File: src/rtl/ds3s_pkg.sv
// Shared constants and types for the DS3 frame-slave transmit interface.
// Assumes the standard DS3 M-frame geometry: SUBS subframes of BLKS_PER_SUB
// blocks, each block one overhead slot followed by BLK_PAY payload slots.
package ds3s_pkg;

    parameter int BLK_PAY      = 84;
    parameter int BLKS_PER_SUB = 8;
    parameter int SUBS         = 7;

    localparam int BLK_LEN   = BLK_PAY + 1;
    localparam int SUB_LEN   = BLK_LEN * BLKS_PER_SUB;
    localparam int FRAME_LEN = SUB_LEN * SUBS;
    localparam int PAY_LEN   = BLK_PAY * BLKS_PER_SUB * SUBS;
    localparam int POS_W     = $clog2(FRAME_LEN);
    localparam int BB_W      = $clog2(BLK_LEN);
    localparam int BK_W      = $clog2(BLKS_PER_SUB);
    localparam int SB_W      = $clog2(SUBS);

    localparam logic [7:0] OPMODE_ADDR = 8'h00;
    localparam logic [1:0] TREF_SLAVE  = 2'b01;

    typedef enum logic [2:0] {
        OHK_NONE = 3'd0,
        OHK_X    = 3'd1,
        OHK_P    = 3'd2,
        OHK_M    = 3'd3,
        OHK_F    = 3'd4,
        OHK_C    = 3'd5
    } oh_kind_e;

    typedef struct packed {
        logic       lpbk_en;
        logic       e3_sel;
        logic       los_int_en;
        logic       soft_rst;
        logic       irq_en_rst;
        logic       fmt_sel;
        logic [1:0] tref_sel;
    } opmode_t;

endpackage

File: src/rtl/ds3s_opmode_reg.sv
// Operating-mode register: one 8-bit read/write register at OPMODE_ADDR.
// Assumes single-cycle writes; reads are combinational from the address.
// Only the timing-reference field leaves the module as a decoded output.
module ds3s_opmode_reg
    import ds3s_pkg::*;
(
    input  logic       clk,
    input  logic       rst_n,
    input  logic       we,
    input  logic [7:0] addr,
    input  logic [7:0] wdata,
    output logic [7:0] rdata,
    output logic [1:0] tref_sel
);

    opmode_t mode_q;
    logic    hit;

    // Address decode shared by write and read paths.
    assign hit = (addr == OPMODE_ADDR);

    // Register storage with synchronous clear.
    always_ff @(posedge clk) begin
        if (!rst_n) begin
            mode_q <= '0;
        end else if (we && hit) begin
            mode_q <= opmode_t'(wdata);
        end
    end

    // Read mux: unmapped addresses return zero.
    always_comb begin
        rdata = hit ? 8'(mode_q) : 8'h00;
    end

    assign tref_sel = mode_q.tref_sel;

endmodule

File: src/rtl/ds3s_frame_ctr.sv
// Frame position counter, split into bit-in-block, block and subframe
// fields plus a flat position and the payload count before this block.
// Assumes ref_in is synchronous to clk; a reference reloads position 0.
module ds3s_frame_ctr
    import ds3s_pkg::*;
(
    input  logic             clk,
    input  logic             rst_n,
    input  logic             run,
    input  logic             ref_in,
    output logic [BB_W-1:0]  bb,
    output logic [BK_W-1:0]  blk,
    output logic [SB_W-1:0]  sub,
    output logic [POS_W-1:0] pos,
    output logic [POS_W-1:0] pay_base
);

    logic bb_last, blk_last, sub_last, pos_last;

    // Terminal-count flags for each counter field.
    always_comb begin
        bb_last  = (bb  == BB_W'(BLK_LEN - 1));
        blk_last = (blk == BK_W'(BLKS_PER_SUB - 1));
        sub_last = (sub == SB_W'(SUBS - 1));
        pos_last = (pos == POS_W'(FRAME_LEN - 1));
    end

    // Advance, wrap, or reload all counter fields together.
    always_ff @(posedge clk) begin
        if (!rst_n || !run || ref_in) begin
            bb       <= '0;
            blk      <= '0;
            sub      <= '0;
            pos      <= '0;
            pay_base <= '0;
        end else begin
            pos <= pos_last ? '0 : pos + POS_W'(1);
            if (bb_last) begin
                bb <= '0;
                if (blk_last) begin
                    blk <= '0;
                    if (sub_last) begin
                        sub      <= '0;
                        pay_base <= '0;
                    end else begin
                        sub      <= sub + SB_W'(1);
                        pay_base <= pay_base + POS_W'(BLK_PAY);
                    end
                end else begin
                    blk      <= blk + BK_W'(1);
                    pay_base <= pay_base + POS_W'(BLK_PAY);
                end
            end else begin
                bb <= bb + BB_W'(1);
            end
        end
    end

endmodule

File: src/rtl/ds3s_oh_decode.sv
// Overhead-slot decoder: flags slot 0 of every block and names its kind
// from block and subframe. Assumes the X,X,P,P,M,M,M first-bit order and
// F on odd blocks, C on even non-zero blocks.
module ds3s_oh_decode
    import ds3s_pkg::*;
(
    input  logic [BB_W-1:0] bb,
    input  logic [BK_W-1:0] blk,
    input  logic [SB_W-1:0] sub,
    output logic            is_oh,
    output oh_kind_e        kind
);

    oh_kind_e first_kind;

    // Kind of the first overhead bit of a subframe.
    always_comb begin
        if (sub < SB_W'(2))      first_kind = OHK_X;
        else if (sub < SB_W'(4)) first_kind = OHK_P;
        else                     first_kind = OHK_M;
    end

    // Slot flag and kind selection per block.
    always_comb begin
        is_oh = (bb == '0);
        if (!is_oh)           kind = OHK_NONE;
        else if (blk == '0)   kind = first_kind;
        else if (blk[0])      kind = OHK_F;
        else                  kind = OHK_C;
    end

endmodule

File: src/rtl/ds3s_slave_tx_if.sv
// Top of the DS3 frame-slave transmit payload interface. Builds frame
// timing from the terminal's reference pulse, warns one clock ahead of each
// overhead slot and marks slots downstream. Assumes all inputs synchronous.
module ds3s_slave_tx_if
    import ds3s_pkg::*;
(
    input  logic             clk,
    input  logic             rst_n,
    input  logic             cfg_we,
    input  logic [7:0]       cfg_addr,
    input  logic [7:0]       cfg_wdata,
    output logic [7:0]       cfg_rdata,
    input  logic             nib_mode,
    input  logic             frame_ref,
    input  logic             pay_in,
    output logic             tx_data,
    output logic             tx_oh,
    output logic [2:0]       oh_type,
    output logic             ohd_ind,
    output logic             frame_start,
    output logic [POS_W-1:0] bit_pos,
    output logic [POS_W-1:0] pay_idx
);

    logic [1:0]       tref_sel;
    logic             mode_active;
    logic [BB_W-1:0]  bb;
    logic [BK_W-1:0]  blk;
    logic [SB_W-1:0]  sub;
    logic [POS_W-1:0] pay_base;
    logic             is_oh;
    oh_kind_e         kind;

    ds3s_opmode_reg u_reg (
        .clk      (clk),
        .rst_n    (rst_n),
        .we       (cfg_we),
        .addr     (cfg_addr),
        .wdata    (cfg_wdata),
        .rdata    (cfg_rdata),
        .tref_sel (tref_sel)
    );

    // Mode qualifier: serial frame-slave operation only.
    assign mode_active = (tref_sel == TREF_SLAVE) && !nib_mode;

    ds3s_frame_ctr u_ctr (
        .clk      (clk),
        .rst_n    (rst_n),
        .run      (mode_active),
        .ref_in   (frame_ref),
        .bb       (bb),
        .blk      (blk),
        .sub      (sub),
        .pos      (bit_pos),
        .pay_base (pay_base)
    );

    ds3s_oh_decode u_dec (
        .bb    (bb),
        .blk   (blk),
        .sub   (sub),
        .is_oh (is_oh),
        .kind  (kind)
    );

    // Output gating and payload indexing.
    always_comb begin
        tx_oh       = mode_active && is_oh;
        tx_data     = mode_active && !is_oh && pay_in;
        oh_type     = mode_active ? 3'(kind) : 3'(OHK_NONE);
        frame_start = mode_active && (bit_pos == '0);
        ohd_ind     = mode_active && (frame_ref || bb == BB_W'(BLK_LEN - 1));
        pay_idx     = (mode_active && !is_oh) ? pay_base + POS_W'(bb) : '0;
    end

endmodule

File: config.mk
export PLATFORM = sky130hd
export DESIGN_NAME = ds3s_slave_tx_if
export DESIGN_NICKNAME = d
export VERILOG_FILES = /design/src/rtl/ds3s_pkg.sv /design/src/rtl/ds3s_opmode_reg.sv /design/src/rtl/ds3s_frame_ctr.sv /design/src/rtl/ds3s_oh_decode.sv /design/src/rtl/ds3s_slave_tx_if.sv
export SDC_FILE = /design/constraint.sdc
export NUM_CORES = 1
export LEC_CHECK = 0
export ABC_CLOCK_PERIOD_IN_PS = 2300
export CORE_MARGIN = 2
export CORE_UTILIZATION = 50
export CTS_CLUSTER_SIZE = 25
export DETAILED_ROUTE_END_ITERATION = 8
export DONT_BUFFER_PORTS = 1
export PLACE_DENSITY = 0.77
export SLEW_MARGIN = 20
export SYNTH_ARGS = -nofsm -noshare
export SYNTH_HDL_FRONTEND = slang
export SYNTH_HIERARCHICAL = 1
export SYNTH_SLANG_ARGS = --single-unit
File: constraint.sdc
create_clock -name clk -period 2.3 [get_ports clk]
set_clock_uncertainty 0.15 [all_clocks]
set_input_delay 0.23 -clock clk [delete_from_list [all_inputs] [get_ports clk]]
set_output_delay 0.23 -clock clk [all_outputs]
set_load 0.01 [all_outputs]
==> impl_metrics.json, run 1 <==
{
  "drv_cap": 0,
  "dp_hpwl_um": 4270,
  "async_reset_ff_share_pct": 0,
  "clk_latency_ps": 300,
  "slew_headroom_pct": 63.5,
  "fin_cells": 424,
  "first_iter_violations": 119,
  "path_cells": "ha_4 -> o31a_4 -> o21a_1 -> o21a_1 -> nor3_2 -> buf_4",
  "layout_commonest_cell": "dfxtp_1",
  "crit_path_end_kind": "primary output",
  "gp_congestion": 0.821,
  "setup_violations": 0,
  "port_buffers": 0,
  "via_per_inst": 5.79,
  "grt_pass1_vias": 2266,
  "cts_root_buffer": "clkbuf_8",
  "synth-seq-area-share_pct": 32.9,
  "grt_util_all_layers_pct": 21.1,
  "ios": 63,
  "crit_top_cell": "o21a_1",
  "period_needed_ps": 2290,
  "status": "complete, no violations",
  "critPathMaxFanout": 5,
  "top_usage_layer": "met2",
  "holdCritStartpoint": "cfg_we",
  "max_freq_ghz": 0.437,
  "grtUsageMet3_pct": 5.29,
  "synth_ff_type": "dfxtp_1",
  "r2r_slack_ps": 230,
  "finalCritPeriodShare_pct": 99.4,
  "place_area_um2": 2830,
  "die_h_um": 78.0,
  "syn_area_per_cell_um2": 8.33,
  "place_inst": 396,
  "ys_types": 56,
  "use_met2_pct": 35.5,
  "synth.largest_area_cell": "dfxtp_1",
  "cp.arrival_ps": 1910,
  "r2r-start": "u_ctr/bb[0]$_SDFF_PP0_",
  "fillers": 457,
  "htreeDepth": 2,
  "hold_viol": 0,
  "rows": 26,
  "critical_path.max_stage_delay_ps": 380,
  "fin_setup_tns_ps": 0,
  "critPathKind": "reg -> out",
  "reg2reg_depth": 6,
  "final_util_pct": 61.8,
  "detail-route-antenna-nets": 0,
  "power_uw": 1330,
  "globalRouteMet1Util_pct": 27.1,
  "core-area_um2": 5200,
  "start_kind": "flip-flop",
  "worstMarginPinSlew_ps": 542,
  "tritoncts": "done",
  "rsz0062_at_grt": "true",
  "clock_sinks": 45,
  "ys_ff_latch": 45,
  "r2r_end": "u_ctr/pay_base[7]$_SDFFE_PP0N_",
  "wl_um": 6350,
  "synth_cells": 329,
  "drv_slew": 0,
  "yosysWarnings": 6,
  "p_leak_uw": 0.00112,
  "cp_slowest_cell": "dfxtp_4",
  "antenna_found_initial": 0,
  "finalNetCount": 389,
  "path_clk_slew_ps": 90,
  "layout_common_cells": "dfxtp_1 (38), nor2_1 (37), nand2_1 (33)",
  "cts_buffers": 5,
  "netlist.area_leader.share_pct": 32.9,
  "die_x_um": 78.0,
  "dieArea_um2": 6090,
  "endpoint": "pay_idx[6]",
  "via_count": 2455,
  "route.detailed.drc": 0,
  "grt_overflow": 0,
  "drive_gt1_share_pct": 15.0,
  "final-seq-area_um2": 917,
  "cp.required_ps": 1920,
  "synth.area.top_cells": "dfxtp_1 (33%), ha_1 (5.9%), nor2_1 (5.8%)",
  "synth_edf_count": 0,
  "startpoint": "u_ctr/bb[3]$_SDFF_PP0_",
  "hold_class": "in -> reg",
  "dr.pass1.iters": 4,
  "fin_area_um2": 3220,
  "area_growth_pct": 17.3,
  "syn_area_um2": 2740,
  "grt_max_degree": 16,
  "multi_input_area_um2": 1830,
  "ir_drop_mv": 0.259,
  "grt_pass1_wl_um": 10500,
  "routedWlPerCell_um": 15.0,
  "n_antenna_cell": 0,
  "start_util_pct": 52.7,
  "power.density_nw_per_um2": 414,
  "cts_buffer_depth": 2
}
[worst min path at each step]
stage | end | cells after the start | slack (ps)
finish | u_reg/mode_q[4]$_SDFFE_PN0P_ | 3 | 110
global route | u_ctr/sub[1]$_SDFFE_PP0P_ | 3 | 100
CTS | u_reg/mode_q[2]$_SDFFE_PN0P_ | 3 | 100
detailed placement | u_reg/mode_q[3]$_SDFFE_PN0P_ | 2 | 240
global placement | u_reg/tref_sel[1]$_SDFFE_PN0P_ | 2 | 230
floorplan | u_reg/mode_q[2]$_SDFFE_PN0P_ | 2 | 220
[registers in the layout, summed over array words and instances (netlist names)]
signal          count
u_reg/tref_sel      2
u_ctr/sub           3
u_ctr/blk           3
u_ctr/bb            7
u_ctr/pos          13
u_reg/mode_q        6
u_ctr/pay_base     11
[metal layers]
| layer | share of wire (%) | wire length, um |
|---|---|---|
| met3 | 5.2 | 327 |
| met5 | 0 | 0 |
| met2 | 48 | 3070 |
| met1 | 45 | 2880 |
| met4 | 1.1 | 73 |
[cells by family after synthesis]
| family | count (synthesis) | synth area share [%] |
|---|---|---|
| mux | 9 | 3.29 |
| simple gates | 165 | 33.0 |
| other cells | 1 | 0.137 |
| flops | 45 | 32.9 |
| buf+inv | 21 | 3.56 |
| xor+xnor | 27 | 8.63 |
| compound gates | 47 | 11.9 |
| fa+ha+maj | 14 | 6.66 |
[Yosys cell counts, types with 3 or more instances]
library cell,n
a211oi_1,5
a21o_1,3
a21oi_1,15
and2_1,14
and3_1,8
and4b_1,3
buf_2,3
buf_4,4
clkbuf_1,5
dfxtp_1,45
ha_1,13
inv_1,9
mux2i_1,9
nand2_1,33
nand3_1,14
nand4_1,6
nor2_1,42
nor3_1,7
nor4_1,5
o211ai_1,3
o21a_1,4
o21ai_0,5
or3_1,5
or4_1,3
xnor2_1,11
xor2_1,16
[metrics by stage]
step | setup slack, ps | hold slack [ps]
detailed placement | 158 | 235
finish | 12.9 | 106
global route | -63.3 | 105
global placement | 191 | 227
floorplan | 300 | 222
CTS | -6.45 | 100
[critical path: cells and delay by family, from the launching register on]
family	cells	cell delay, ps
buf+inv	1	140
fa+ha+maj	1	180
compound gates	3	730
flops	1	380
simple gates	1	180
[power by group]
group / internal (uW) / leakage (uW) / total (uW) / switching (uW)
combinational: 17.2 / 0.000703 / 30.2 / 13.0
clock: 249 / 0.0000518 / 525 / 275
sequential: 775 / 0.000367 / 775 / 0.100
total: 1040 / 0.00112 / 1330 / 288
[area by class of cell]
class                      instances  area share [%]
clock buffer                       6            2.57
timing repair buffer              28            7.82
multi-input combinational        264            56.8
clock inverter                     2           0.545
sequential                        45            28.5
inverter                           9            1.05
tap                               70            2.72
[timing repair]
action | 4_1_cts | 5_1_grt
hold buffers | 15 | 0
buffers inserted | 0 | 5
setup endpoints to repair | 7 | 8
pin swaps | 1 | 10
resized for setup | 14 | 14
hold endpoints to repair | 8 | 0
(Power assumes the default switching activity.)
==> run 2, diff against run 1 <==
- CORE_UTILIZATION: 50 -> 35
- PLACE_DENSITY: 0.77 -> 0.61
- REMOVE_ABC_BUFFERS: default -> 1
- SETUP_SLACK_MARGIN: default -> 0.4
==> impl_metrics.json, run 2 (synthesized netlist as in run 1, its figures left out) <==
{
  "grt_overflow": 0,
  "cp.required_ps": 1920,
  "crit_path_end_kind": "primary output",
  "first_iter_violations": 114,
  "die_h_um": 92.5,
  "htreeDepth": 2,
  "drive_gt1_share_pct": 32.2,
  "cp_slowest_cell": "or4_4",
  "rows": 32,
  "critical_path.max_stage_delay_ps": 570,
  "fin_ws_ps": -3.47,
  "route.detailed.drc": 0,
  "clock_sinks": 45,
  "via_per_inst": 5.35,
  "rsz0062_at_grt": "true",
  "dp_hpwl_um": 4570,
  "startpoint": "u_ctr/bb[6]$_SDFF_PP0_",
  "path_cells": "buf_6 -> or4_4 -> nor2_4 -> nand2b_4 -> buf_8 -> buf_8 -> nor2_2",
  "drv_slew": 0,
  "core-area_um2": 7650,
  "grt_pass1_wl_um": 11500,
  "drv_cap": 0,
  "setup_violations": 4,
  "layout_common_cells": "nor2_1 (31), nand2_1 (31), dfxtp_1 (30)",
  "dr.pass1.iters": 4,
  "n_antenna_cell": 0,
  "cp.arrival_ps": 1920,
  "grt_pass1_vias": 2375,
  "finalNetCount": 404,
  "violations": "negative setup slack",
  "area_growth_pct": 32.7,
  "hold_class": "in -> reg",
  "cts_buffer_depth": 2,
  "status": "complete, but fails checks",
  "die_x_um": 92.5,
  "ios": 63,
  "slew_headroom_pct": 59.5,
  "via_count": 2522,
  "cp_top_family": "simple AND/OR/NAND/NOR gates",
  "largest_reg_flops": 13,
  "start_kind": "flip-flop",
  "critPathMaxFanout": 7,
  "worstMarginPinSlew_ps": 599,
  "cts_root_buffer": "clkbuf_8",
  "reg.largest.list": "u_ctr/pos (13), u_ctr/pay_base (11), u_ctr/bb (7)",
  "fin_area_um2": 3640,
  "path_clk_slew_ps": 100,
  "finalCritPeriodShare_pct": 100,
  "p_leak_uw": 0.00125,
  "wl_um": 7070,
  "antenna_found_initial": 0,
  "crit_buf_inv": 3,
  "hold_viol": 0,
  "grt_util_all_layers_pct": 16.5,
  "max_freq_ghz": 0.434,
  "period_needed_ps": 2300,
  "power_uw": 1310,
  "ir_drop_mv": 0.225,
  "port_buffers": 0,
  "fillers": 744,
  "crit_top_cell": "buf_8",
  "routedWlPerCell_um": 15.0,
  "grt_max_degree": 17,
  "tritoncts": "done",
  "clk_latency_ps": 300,
  "place_area_um2": 2910,
  "r2r-start": "u_ctr/blk[0]$_SDFFE_PP0N_",
  "critPathKind": "reg -> out",
  "start_util_pct": 35.8,
  "regMostFlops": "u_ctr/pos",
  "detail-route-antenna-nets": 0,
  "power.density_nw_per_um2": 359,
  "holdCritStartpoint": "cfg_we",
  "dieArea_um2": 8560,
  "cts_buffers": 5,
  "gp_congestion": 0.830
}
## run 2: cell types whose count changed in the layout (fill, tap and decap cells not counted), moves of 4 or more
cell           delta
nor2_1            -6
dfxtp_1           -8
ha_1              -4
nor2_4            +5
buf_6             +4
nor4_1            -4
dfxtp_2           +5
dlygate4sd3_1     -6
buf_4            +14
## run 2: worst min-delay path: stages
cell and delay (ps):
inv_1 70, nor3_4 90, mux2i_1 120
## run 2: final timing paths
| kind | to | slack [ps] | cells past startpoint |
|---|---|---|---|
| worst max-delay path | pay_idx[11] | -3 | 7 |
| worst min-delay path | u_reg/mode_q[4]$_SDFFE_PN0P_ | 100 | 3 |
| worst max register to register | u_ctr/pay_base[5]$_SDFFE_PP0N_ | 440 | 5 |
| worst min register to register | u_ctr/bb[0]$_SDFF_PP0_ | 300 | 1 |
## run 2: what timing repair did
item                                    CTS  global route
pin swaps                                15            14
gates resized for setup                  62            38
hold buffers                              9             0
endpoints found under the setup margin   32            38
buffers inserted                         13             7
endpoints found under the hold margin     8             0
## run 2: metrics by stage
step           setup WS, ps  hold WS [ps]  util (%)  TNS [ps]  cells
2_1_floorplan           300           222         -         0    318
3_3_place_gp            241           229      38.1         0    434
3_5_place_dp            198           232      38.1         0    434
4_1_cts                37.5          93.3      44.9         0    464
5_1_grt               -52.8           107      47.6      -421    471
6_report              -3.47           101      47.6     -10.1    471
## run 2: report_power, final
part / internal [uW] / switching (uW) / leakage (uW)
clock: 216 / 290 / 0.0000445
sequential: 771 / 0.100 / 0.000372
combinational: 15.2 / 14.4 / 0.000833
## run 2: layout make-up
| cell class | instances | area [um2] | share of cell area [%] |
|---|---|---|---|
| clock buffers | 5 | 68.8 | 1.89 |
| clock inverters | 3 | 21.3 | 0.585 |
| inverters | 9 | 33.8 | 0.928 |
| multi-input cells | 264 | 2060 | 56.6 |
| flip-flops and latches | 45 | 935 | 25.7 |
| well taps | 102 | 128 | 3.51 |
| repair buffers | 43 | 392 | 10.8 |
## run 2: per-layer routing
metal	GRT usage, %	up-vias	wire, um
li1	-	1239	-
met1	21.2	1225	3180
met2	28.3	51	3570
met3	3.17	7	240
met4	4.10	0	76
met5	0	-	0
==> run 3, diff against run 2 <==
- CORE_MARGIN: 2 -> default
- SLEW_MARGIN: 20 -> 15
==> impl_metrics.json, run 3 (synthesized netlist as in run 1, its figures left out) <==
{
  "r2r_end": "u_ctr/pay_base[5]$_SDFFE_PP0N_",
  "fin_setup_tns_ps": 0,
  "holdCritStartpoint": "frame_ref",
  "port_buffers": 0,
  "core-area_um2": 7410,
  "wl_met3_um": 258,
  "dr_wl_met2_um": 3490,
  "grt_pass1_vias": 2379,
  "critPathKind": "reg -> out",
  "layout_commonest_cell": "nor2_1",
  "hold_path_end": "u_ctr/pos[0]$_SDFF_PP0_",
  "path_clk_slew_ps": 100,
  "reg.largest.list": "u_ctr/pos (13), u_ctr/pay_base (11), u_ctr/bb (7)",
  "area_growth_pct": 32.7,
  "fin_area_um2": 3640,
  "crit_top_cell": "o21a_1",
  "cp.depth": 7,
  "detail-route-antenna-nets": 0,
  "grt_max_degree": 17,
  "place_inst": 430,
  "critPathMaxFanout": 3,
  "crit_buf_inv": 1,
  "drv_cap": 0,
  "clock_sinks": 45,
  "grt_pass1_wl_um": 11300,
  "cts_buffer_depth": 2,
  "max_freq_ghz": 0.441,
  "regMostFlops": "u_ctr/pos",
  "layout_common_cells": "nor2_1 (33), nand2_1 (31), dfxtp_1 (31)",
  "wl_um": 6900,
  "antenna_found_initial": 0,
  "cts_root_buffer": "clkbuf_8",
  "drv_slew": 0,
  "die_x_um": 90.5,
  "period_needed_ps": 2270,
  "ios": 63,
  "gp_congestion": 0.825,
  "p_leak_uw": 0.00125,
  "clk_latency_ps": 310,
  "routedWlPerCell_um": 14.9,
  "dp_hpwl_um": 4470,
  "fillers": 692,
  "finalNetCount": 400,
  "hold_slack_ps": 84.6,
  "hold_class": "in -> reg",
  "grt_util_all_layers_pct": 16.9,
  "critical_path.max_stage_delay_ps": 350,
  "hold_viol": 0,
  "worstMarginPinSlew_ps": 533,
  "first_iter_violations": 97,
  "rows": 31,
  "cp.required_ps": 1920,
  "largest_reg_flops": 13,
  "r2r_slack_ps": 390,
  "reg2reg_depth": 7,
  "path_cells": "ha_4 -> o21a_1 -> o31a_4 -> o21a_1 -> o21a_1 -> nor3_2 -> buf_4",
  "cts_buffers": 5,
  "status": "complete, no violations",
  "power.density_nw_per_um2": 396,
  "grt_overflow": 0,
  "rsz0062_at_grt": "true",
  "dp_slack_ps": 202,
  "cp_top_family": "compound AO/OA/AOI/OAI gates",
  "cp_slowest_cell": "dfxtp_2",
  "tritoncts": "done",
  "finalCritPeriodShare_pct": 98.5,
  "crit_path_end_kind": "primary output",
  "setup_violations": 0,
  "dieArea_um2": 8190,
  "die_h_um": 90.5,
  "n_antenna_cell": 0,
  "start_kind": "flip-flop",
  "cp.arrival_ps": 1890,
  "htreeDepth": 2,
  "route.detailed.drc": 0,
  "holdPathStages": 3,
  "start_util_pct": 37.0,
  "via_count": 2458,
  "ir_drop_mv": 0.297,
  "via_per_inst": 5.30,
  "r2r-start": "u_ctr/bb[0]$_SDFF_PP0_",
  "fin_ws_ps": 35.0,
  "top_layer_used": "met4",
  "dr.pass1.iters": 4,
  "fin_cells": 464,
  "met1_length_um": 3070,
  "drive_gt1_share_pct": 29.6,
  "place_area_um2": 2900,
  "slew_headroom_pct": 64.3
}
[run 3: changes by cell type in the layout (fill, tap and decap cells not counted), moves of 2 or more]
cell,change
a21oi_2,-2
buf_4,-7
buf_6,+3
nor2_1,+2
nor2_2,-2
nor3_1,+2
nor4_2,+3
nor4_4,-2
[run 3: metal layers]
layer / vias up / GRT usage [%]
met5: - / 0
met4: 0 / 5.91
met3: 8 / 4.29
met2: 41 / 28.9
met1: 1179 / 20.3
li1: 1230 / -
[run 3: repair_timing]
action                                  CTS  global route
pin swaps                                19            23
gates resized for setup                  50            45
endpoints found under the setup margin   23            37
hold buffers                              9             0
buffers inserted                         14             2
gates cloned                              1             0
endpoints found under the hold margin     8             0
[run 3: how the worst max path moves through the flow]
stage                 endpoint                            from  slack (ps)
CTS                 pay_idx[6]  u_ctr/pay_base[3]$_SDFFE_PP0N_          40
global route        pay_idx[6]  u_ctr/pay_base[3]$_SDFFE_PP0N_         -30
global placement    pay_idx[6]          u_ctr/bb[4]$_SDFF_PP0_         240
finish              pay_idx[6]  u_ctr/pay_base[3]$_SDFFE_PP0N_          30
detailed placement  pay_idx[6]          u_ctr/bb[4]$_SDFF_PP0_         200
floorplan           pay_idx[6]          u_ctr/bb[3]$_SDFF_PP0_         300
[run 3: layout make-up]
cell class	count	area, um2	area share (%)
tap	99	124	3.40
sequential	45	933	25.7
multi-input combinational	264	2050	56.3
clock inverter	3	50.0	1.38
inverter	9	36.3	0.997
clock buffer	5	68.8	1.89
timing repair buffer	39	378	10.4
[run 3: power breakdown]
part	leakage (uW)	internal, uW	switching [uW]	total [uW]
combinational	0.000819	15.3	14.6	30.0
clock	0.0000603	333	306	640
sequential	0.000371	771	0.106	771
[run 3: stage by stage]
step / total power, uW / utilization, %
finish: 1440 / 49.1
global route: 1500 / 49.1
CTS: 1450 / 46.3
detailed placement: 808 / 39.2
global placement: 807 / 39.2
floorplan: 806 / -
[run 3: worst reg2reg max path: cells and delay by family, from the launching register on]
kind	cells	cell delay, ps
simple gates	3	880
flops	1	380
buf+inv	2	180
compound gates	1	130
fa+ha+maj	1	120
